==> src/rtl/memtype_pkg.sv <==
package memtype_pkg;

    typedef enum logic [2:0] {
        MT_UC = 3'd0,
        MT_WC = 3'd1,
        MT_WT = 3'd4,
        MT_WP = 3'd5,
        MT_WB = 3'd6
    } mem_type_e;

    localparam int NUM_KINDS = 5;
    localparam int K_UC = 0;
    localparam int K_WC = 1;
    localparam int K_WT = 2;
    localparam int K_WP = 3;
    localparam int K_WB = 4;

    typedef logic [NUM_KINDS-1:0] kind_set_t;

    typedef struct packed {
        logic      enable;
        mem_type_e kind;
    } range_attr_t;

    typedef struct packed {
        mem_type_e kind;
        logic      cacheable;
    } resolved_t;

    function automatic mem_type_e sanitize(input logic [2:0] code);
        case (code)
            3'd1:    return MT_WC;
            3'd4:    return MT_WT;
            3'd5:    return MT_WP;
            3'd6:    return MT_WB;
            default: return MT_UC;
        endcase
    endfunction

    function automatic kind_set_t kind_bit(input mem_type_e t);
        kind_set_t s;
        s = '0;
        case (t)
            MT_WC:   s[K_WC] = 1'b1;
            MT_WT:   s[K_WT] = 1'b1;
            MT_WP:   s[K_WP] = 1'b1;
            MT_WB:   s[K_WB] = 1'b1;
            default: s[K_UC] = 1'b1;
        endcase
        return s;
    endfunction

    function automatic mem_type_e single_kind(input kind_set_t s);
        if (s[K_WC]) return MT_WC;
        if (s[K_WT]) return MT_WT;
        if (s[K_WP]) return MT_WP;
        if (s[K_WB]) return MT_WB;
        return MT_UC;
    endfunction

    function automatic mem_type_e resolve_overlap(input kind_set_t s, input mem_type_e dflt);
        kind_set_t wt_wb;
        wt_wb = '0;
        wt_wb[K_WT] = 1'b1;
        wt_wb[K_WB] = 1'b1;
        if (s == '0)             return dflt;
        if ($countones(s) == 1)  return single_kind(s);
        if (s[K_UC])             return MT_UC;
        if (s == wt_wb)          return MT_WT;
        return MT_UC;
    endfunction

    function automatic mem_type_e merge_page(input mem_type_e rng, input mem_type_e pg);
        if (rng == MT_UC || pg == MT_UC) return MT_UC;
        if (rng == MT_WC || pg == MT_WC) return MT_WC;
        if (rng == MT_WT || pg == MT_WT) return MT_WT;
        return rng;
    endfunction

    function automatic logic is_cacheable(input mem_type_e t);
        return (t == MT_WT) || (t == MT_WP) || (t == MT_WB);
    endfunction

endpackage

==> src/rtl/memtype_range_regs.sv <==
module memtype_range_regs
    import memtype_pkg::*;
#(
    parameter int N_RANGES = 8,
    parameter int PFN_W    = 24,
    localparam int IDX_W   = (N_RANGES > 1) ? $clog2(N_RANGES) : 1
) (
    input  logic                            clk,
    input  logic                            rst,
    input  logic                            wr_en,
    input  logic [IDX_W-1:0]                wr_idx,
    input  logic [PFN_W-1:0]                wr_base,
    input  logic [PFN_W-1:0]                wr_mask,
    input  logic                            wr_enable,
    input  logic [2:0]                      wr_type,
    input  logic                            dflt_we,
    input  logic [2:0]                      dflt_type,
    output logic [N_RANGES-1:0][PFN_W-1:0]  base_q,
    output logic [N_RANGES-1:0][PFN_W-1:0]  mask_q,
    output range_attr_t [N_RANGES-1:0]      attr_q,
    output mem_type_e                       dflt_q
);

    for (genvar i = 0; i < N_RANGES; i++) begin : g_entry
        logic hit_sel;
        assign hit_sel = wr_en && (wr_idx == IDX_W'(i));

        always_ff @(posedge clk) begin
            if (rst) begin
                base_q[i] <= '0;
                mask_q[i] <= '0;
                attr_q[i] <= '{enable: 1'b0, kind: MT_UC};
            end else if (hit_sel) begin
                base_q[i] <= wr_base;
                mask_q[i] <= wr_mask;
                attr_q[i] <= '{enable: wr_enable, kind: sanitize(wr_type)};
            end
        end
    end

    always_ff @(posedge clk) begin
        if (rst)          dflt_q <= MT_UC;
        else if (dflt_we) dflt_q <= sanitize(dflt_type);
    end

endmodule

==> src/rtl/memtype_range_match.sv <==
module memtype_range_match
    import memtype_pkg::*;
#(
    parameter int N_RANGES = 8,
    parameter int PFN_W    = 24
) (
    input  logic [PFN_W-1:0]                pfn,
    input  logic [N_RANGES-1:0][PFN_W-1:0]  base_q,
    input  logic [N_RANGES-1:0][PFN_W-1:0]  mask_q,
    input  range_attr_t [N_RANGES-1:0]      attr_q,
    output kind_set_t                       kinds
);

    logic [N_RANGES-1:0] hit;

    for (genvar i = 0; i < N_RANGES; i++) begin : g_cmp
        assign hit[i] = attr_q[i].enable &&
                        (((pfn ^ base_q[i]) & mask_q[i]) == '0);
    end

    always_comb begin
        kinds = '0;
        for (int i = 0; i < N_RANGES; i++) begin
            if (hit[i]) kinds = kinds | kind_bit(attr_q[i].kind);
        end
    end

endmodule

==> src/rtl/memtype_merge.sv <==
module memtype_merge
    import memtype_pkg::*;
(
    input  kind_set_t   kinds,
    input  mem_type_e   dflt,
    input  logic [2:0]  page_code,
    output resolved_t   result
);

    mem_type_e range_kind;
    mem_type_e final_kind;

    always_comb begin
        range_kind       = resolve_overlap(kinds, dflt);
        final_kind       = merge_page(range_kind, sanitize(page_code));
        result.kind      = final_kind;
        result.cacheable = is_cacheable(final_kind);
    end

endmodule

==> src/rtl/memtype_resolver.sv <==
module memtype_resolver
    import memtype_pkg::*;
#(
    parameter int N_RANGES   = 8,
    parameter int PA_W       = 36,
    parameter int PAGE_SHIFT = 12,
    localparam int PFN_W     = PA_W - PAGE_SHIFT,
    localparam int IDX_W     = (N_RANGES > 1) ? $clog2(N_RANGES) : 1
) (
    input  logic             clk,
    input  logic             rst,
    input  logic             cfg_we,
    input  logic [IDX_W-1:0] cfg_idx,
    input  logic [PFN_W-1:0] cfg_base,
    input  logic [PFN_W-1:0] cfg_mask,
    input  logic             cfg_valid,
    input  logic [2:0]       cfg_type,
    input  logic             def_we,
    input  logic [2:0]       def_type,
    input  logic             fill_req,
    input  logic [PFN_W-1:0] fill_pfn,
    input  logic [2:0]       fill_pat,
    output logic             res_valid,
    output logic [2:0]       res_type,
    output logic             res_cacheable,
    output logic             tlb_flush_all
);

    logic [N_RANGES-1:0][PFN_W-1:0] base_q;
    logic [N_RANGES-1:0][PFN_W-1:0] mask_q;
    range_attr_t [N_RANGES-1:0]     attr_q;
    mem_type_e                      dflt_q;
    kind_set_t                      kinds;
    resolved_t                      res_d;
    resolved_t                      res_q;

    memtype_range_regs #(.N_RANGES(N_RANGES), .PFN_W(PFN_W)) u_regs (
        .clk       (clk),
        .rst       (rst),
        .wr_en     (cfg_we),
        .wr_idx    (cfg_idx),
        .wr_base   (cfg_base),
        .wr_mask   (cfg_mask),
        .wr_enable (cfg_valid),
        .wr_type   (cfg_type),
        .dflt_we   (def_we),
        .dflt_type (def_type),
        .base_q    (base_q),
        .mask_q    (mask_q),
        .attr_q    (attr_q),
        .dflt_q    (dflt_q)
    );

    memtype_range_match #(.N_RANGES(N_RANGES), .PFN_W(PFN_W)) u_match (
        .pfn    (fill_pfn),
        .base_q (base_q),
        .mask_q (mask_q),
        .attr_q (attr_q),
        .kinds  (kinds)
    );

    memtype_merge u_merge (
        .kinds     (kinds),
        .dflt      (dflt_q),
        .page_code (fill_pat),
        .result    (res_d)
    );

    always_ff @(posedge clk) begin
        if (rst) begin
            res_valid     <= 1'b0;
            res_q         <= '{kind: MT_UC, cacheable: 1'b0};
            tlb_flush_all <= 1'b0;
        end else begin
            res_valid     <= fill_req;
            tlb_flush_all <= cfg_we || def_we;
            if (fill_req) res_q <= res_d;
        end
    end

    assign res_type      = res_q.kind;
    assign res_cacheable = res_q.cacheable;

endmodule

==> config.mk <==
export PLATFORM = sky130hd
export DESIGN_NAME = memtype_resolver
export DESIGN_NICKNAME = d
export VERILOG_FILES = /design/src/rtl/memtype_pkg.sv /design/src/rtl/memtype_range_regs.sv /design/src/rtl/memtype_range_match.sv /design/src/rtl/memtype_merge.sv /design/src/rtl/memtype_resolver.sv
export SDC_FILE = /design/constraint.sdc
export NUM_CORES = 1
export LEC_CHECK = 0
export ABC_AREA = 0
export BUFFER_PORTS_ARGS = -buffer_cell sky130_fd_sc_hd__buf_2
export CAP_MARGIN = 20
export CORE_ASPECT_RATIO = 1.25
export CORE_MARGIN = 5
export CORE_UTILIZATION = 60
export DETAILED_ROUTE_END_ITERATION = 16
export GPL_TIMING_DRIVEN = 0
export PLACE_DENSITY = 0.78
export SYNTH_ARGS = -nofsm -noshare
export SYNTH_HDL_FRONTEND = slang
export SYNTH_HIERARCHICAL = 1
export SYNTH_SLANG_ARGS = --single-unit
export TNS_END_PERCENT = 1
==> constraint.sdc <==
create_clock -name clk -period 8.8 [get_ports clk]
set_input_delay 0.44 -clock clk [delete_from_list [all_inputs] [get_ports clk]]
set_output_delay 0.44 -clock clk [all_outputs]
set_load 0.03 [all_outputs]
Word level (Yosys, flattened, before mapping). Cells that the tools add are included.

Bits in latches: 0. Word-level logic and storage cells: 313. Input bits: 90. Memories kept: 0. RAM bits: 0. Flip-flop bits (word level): 425. Memory bits (read-only): 0.

Bitwise logic cells: 23. Div/mod/pow operators: 0. Eq/ne operators: 60. Multipliers: 0. Multiplexer cells: 147. Reduce and logical (&&, ||, !) cells: 42. Magnitude comparators: 0. Shift-type cells: 0. $add $sub $neg: 4.

Operators by type and width (number): 24-bit bitwise AND (8); 24-bit logical NOT (8); 24-bit bitwise XOR (8); 3-bit == test, second input constant (42); 1-bit two-way mux (109); 3-bit two-way mux (27); 3-bit by 1-bit == test with 1-bit output, second input constant (14); 5-bit two-way mux (8); 3-bit case mux with 4 select lines (3); 5-bit bitwise OR (7); 32-bit by 1-bit adder with 32-bit output (1); 32-bit adder (1); 32-bit by 2-bit == test with 1-bit output, second input constant (1); 4-bit OR reduction (8); 1-bit logical AND (16); 3-bit logical NOT (3); 3-bit by 2-bit == test with 1-bit output, second input constant (2); 1-bit logical OR (6); 5-bit == test, second input constant (1); 5-bit logical NOT (1); 1-bit by 1-bit adder with 2-bit output (2).

Depth between registers and ports, before layout.
Word-level depth: 60. Mapped depth: 19.

Modules after synthesis. Netlist, hierarchy kept.

By module, submodules not included: memtype_range_regs (sequential area each 8388.0 um^2, instances 1, area each 14808.0 um^2, cells each 1862); memtype_range_match (sequential area each 0.0 um^2, instances 1, area each 3419.5 um^2, cells each 461); memtype_merge (sequential area each 0.0 um^2, instances 1, area each 301.5 um^2, cells each 38); memtype_resolver (sequential area each 120.1 um^2, instances 1, area each 200.2 um^2, cells each 18).

Worst setup path after synthesis. No wires, ideal clock.

Kind: input to register. From: input fill_pfn[16]. To: register res_q, in the netlist res_type[0]. Arrival: 4080 ps. Library setup time: 65 ps. Slack: 4655 ps. Required time: 8735 ps. Cell stages on the path: 19. Path through: buf_2 xor2_1 a222oi_1 nand3_1 nor4_2 a21oi_1 nand4_1 inv_1 fa_1 inv_1 fa_1 ha_1 nor3b_4 o311ai_1 and3_4 a2111oi_2 nand3b_1 mux2i_1 nor2_1.

RTL lines: from (decl) (line memtype_resolver.sv:21) `input logic [PFN_W-1:0] fill_pfn,`; to (signal assigned) (line memtype_resolver.sv:72) `res_q <= '{kind: MT_UC, cacheable: 1'b0};`; to (signal assigned) (line memtype_resolver.sv:77) `if (fill_req) res_q <= res_d;`; to (decl) (line memtype_resolver.sv:35) `resolved_t res_q;`.

==> out/metrics.yaml <==
outcome: "completed"
netlist_instances: 2379
cp.required_ns: 9.29
syn-num-nets: 2473
max_slew_margin: 0.3160
critical_path_arrival_ns: 5.37
diodes: 0
ir_drop_mv: 0.1892
drtIter0Drc: 2511
cts_tree: "built"
io_pins: 96
clockRootBuffer: "clkbuf_16"
period_needed_ns: 4.878
hold_path.class: "in -> reg"
hold_depth: 2
wire_per_inst_um: 23.92
yosys_warnings: 6
cts_buffer_depth: 3
dpl_worst_slack_ns: 3.694
mostFrequentLayoutCells: "nand2_1 (821), dfxtp_1 (425), a21oi_1 (400), xor2_1 (193), buf_2 (111)"
reg2reg_slack_ns: 3.92
worst-r2r-cell-count: 18
r2r_end: "res_type[0]"
dp_hpwl_um: 47190
ys.flop_type: "dfxtp_1"
mostFrequentLayoutCell: "nand2_1"
p_leak_uw: 0.007765
yosysTopAreaCellShare: 0.4543
grt_pass1_vias: 16923
cts-resized-gates: 0
hold_path_end: "tlb_flush_all"
antenna_found_initial: 0
postCtsSetupBuffers: 0
power_density_mw_per_mm2: 215.0
core_mm2: 0.03090
netlist_area_mm2: 0.01873
fillerInstances: 2584
period_share: 0.5544
grt-ovfl-total: 0
yosysUniqueCellTypes: 52
synth.yosys.seq_area_share: 0.4543
hold_violations: 0
grt_pass1_wl_um: 100200
drv_cap: 0
async_flop_share: 0
ys_seq_elements: 425
first_pass_iters: 6
htreeDepth: 2
hold_buffers: 0
io_buffers: 21
clk_pin_slew_ns: 0.06
criticalPathCategory: "reg -> reg"
end_kind: "flip-flop"
via_per_inst: 6.190
fin_skew_ns: 0.009604
drc: 0
start_util: 0.6061
wl_um: 68970
setup_ws_ns: 3.922
cts_sinks: 425
netlist.top_cell.by_area: "dfxtp_1"
grt_max_degree: 16
tns_ns: 0
die_w_um: 168.0
dpl_cell_area_mm2: 0.01934
cp_max_fo: 5
syn_area_per_cell_um2: 7.873
grt_use_total: 0.3778
die_y_um: 207.5
cts_inserted_buffers: 43
finalMaxSlewViolations: 0
startpoint_type: "flip-flop"
std_cell_rows: 72
drive_gt1_frac: 0.09976
clock.fmax_ghz: 0.2050
rsz0062_at_grt: "false"
reg2reg_from: "u_regs/base_q[190]"
dp_cells: 2807
dieArea_mm2: 0.03487
synth_edf_count: 0
final_cell_count_no_fill: 2883
synth.area.top_cells: "dfxtp_1 (45%), nand2_1 (16%), a21oi_1 (11%)"
gp_congestion: 1.020
ant_nets: 0
post-route-util: 0.6799
fin_area_mm2: 0.02101
area.growth.synth_to_final_pct: 12.16
setup_viol: 0
worstHoldStart: "rst"
tightest_slew_ns: 1.026
clock_latency_ns: 0.56
dr_total_vias: 17845
fin_nets: 2539
-- layer usage --
| layer | part of all wire | global-route usage | routed length [um] | up-vias |
|---|---|---|---|---|
| met4 | 0.096 | 0.2738 | 6655 | 0 |
| li1 | - | - | - | 7995 |
| met1 | 0.35 | 0.4745 | 23960 | 8146 |
| met2 | 0.41 | 0.5603 | 28230 | 1332 |
| met5 | 0 | 0 | 0 | - |
| met3 | 0.15 | 0.09695 | 10120 | 372 |
-- worst max-delay path: stages, from the launching register on --
cell and delay (ns):
dfxtp_1 0.32, xor2_1 0.14, a22oi_1 0.51, nand4_1 0.15, nor2_1 0.62, a22oi_1 0.22
nand4_1 0.26, inv_1 0.11, fa_1 0.49, inv_1 0.05, fa_1 0.36, ha_1 0.31
nor3b_4 0.27, o311ai_1 0.16, and3_4 0.23, a2111oi_2 0.33, nand3b_1 0.15, mux2i_1 0.07
nor2_1 0.08
-- state kept, by name (all words and copies together) (netlist names) --
name           count
res_cacheable      1
res_type           3
res_valid          1
tlb_flush_all      1
u_regs/attr_q     32
u_regs/base_q    192
u_regs/dflt_q      3
u_regs/mask_q    192
-- through the flow --
stage	total power (uW)	hold WS, ns
after global routing	4611	0.1686
after detailed placement	2396	0.4461
final	4517	0.1497
after global placement	2389	0.4412
after floorplan	2248	0.4357
after CTS	4497	0.1478
-- cells in the mapped netlist, types with 2 or more instances --
library cell,count
nor2b_1,17
inv_1,8
nand3_1,9
and4b_1,3
buf_4,45
a222oi_1,2
ha_1,2
a22oi_1,100
o21ai_1,2
nand2b_1,4
nand4bb_1,4
and4bb_1,4
o21a_1,2
xor2_1,193
and2_1,2
clkbuf_2,4
nand4_1,29
fa_1,2
nor2_1,21
nor4_1,12
dfxtp_1,425
and4bb_2,3
nor3b_1,2
buf_2,90
buf_1,7
buf_6,2
mux2i_1,4
nand2_1,821
nand4b_1,4
a21oi_1,400
o21ai_0,23
nand3b_1,27
nor3_1,12
nor4b_1,10
clkbuf_1,66
nor4_2,2
-- worst max-delay path by stage --
stage                        endpoint  depth (start not counted)               start  slack (ns)
final                     res_type[0]                         18  u_regs/base_q[190]        3.92
after detailed placement  res_type[0]                         19        fill_pfn[22]        3.69
after floorplan           res_type[0]                         19        fill_pfn[16]        4.66
after global routing      res_type[0]                         18   u_regs/base_q[71]        3.78
after global placement    res_type[0]                         19        fill_pfn[22]        3.73
after CTS                 res_type[0]                         18   u_regs/base_q[71]        4.07
-- where the power goes --
group          switching, uW  internal [uW]
registers               23.9           1960
clock network            781           1360
logic                    285            105
total                   1090           3430
-- final cells by class --
type	instances	area, um2	area share
Multi-Input combinational cell	1732	9086	0.4325
Clock inverter	18	399.1	0.01900
Clock buffer	58	1265	0.06021
Tap cell	407	509.2	0.02424
Inverter	8	30.03	0.001429
Timing Repair Buffer	21	105.1	0.005003
Sequential cell	425	8508	0.4050
Buffer	214	1105	0.05259
-- logic make-up (layout without fill, tap and decap cells) --
logic type	Yosys count	in the layout	share of synthesized area
AO/OA/AOI/OAI	536	536	0.1592
XOR/XNOR	193	193	0.09025
adder cells (fa/ha/maj)	4	4	0.003474
buffers and inverters	222	319	0.06059
flip-flops	425	425	0.4543
multiplexers	4	4	0.002138
AND/OR/NAND/NOR	995	995	0.2301
Power figures use the tool's default switching activity.
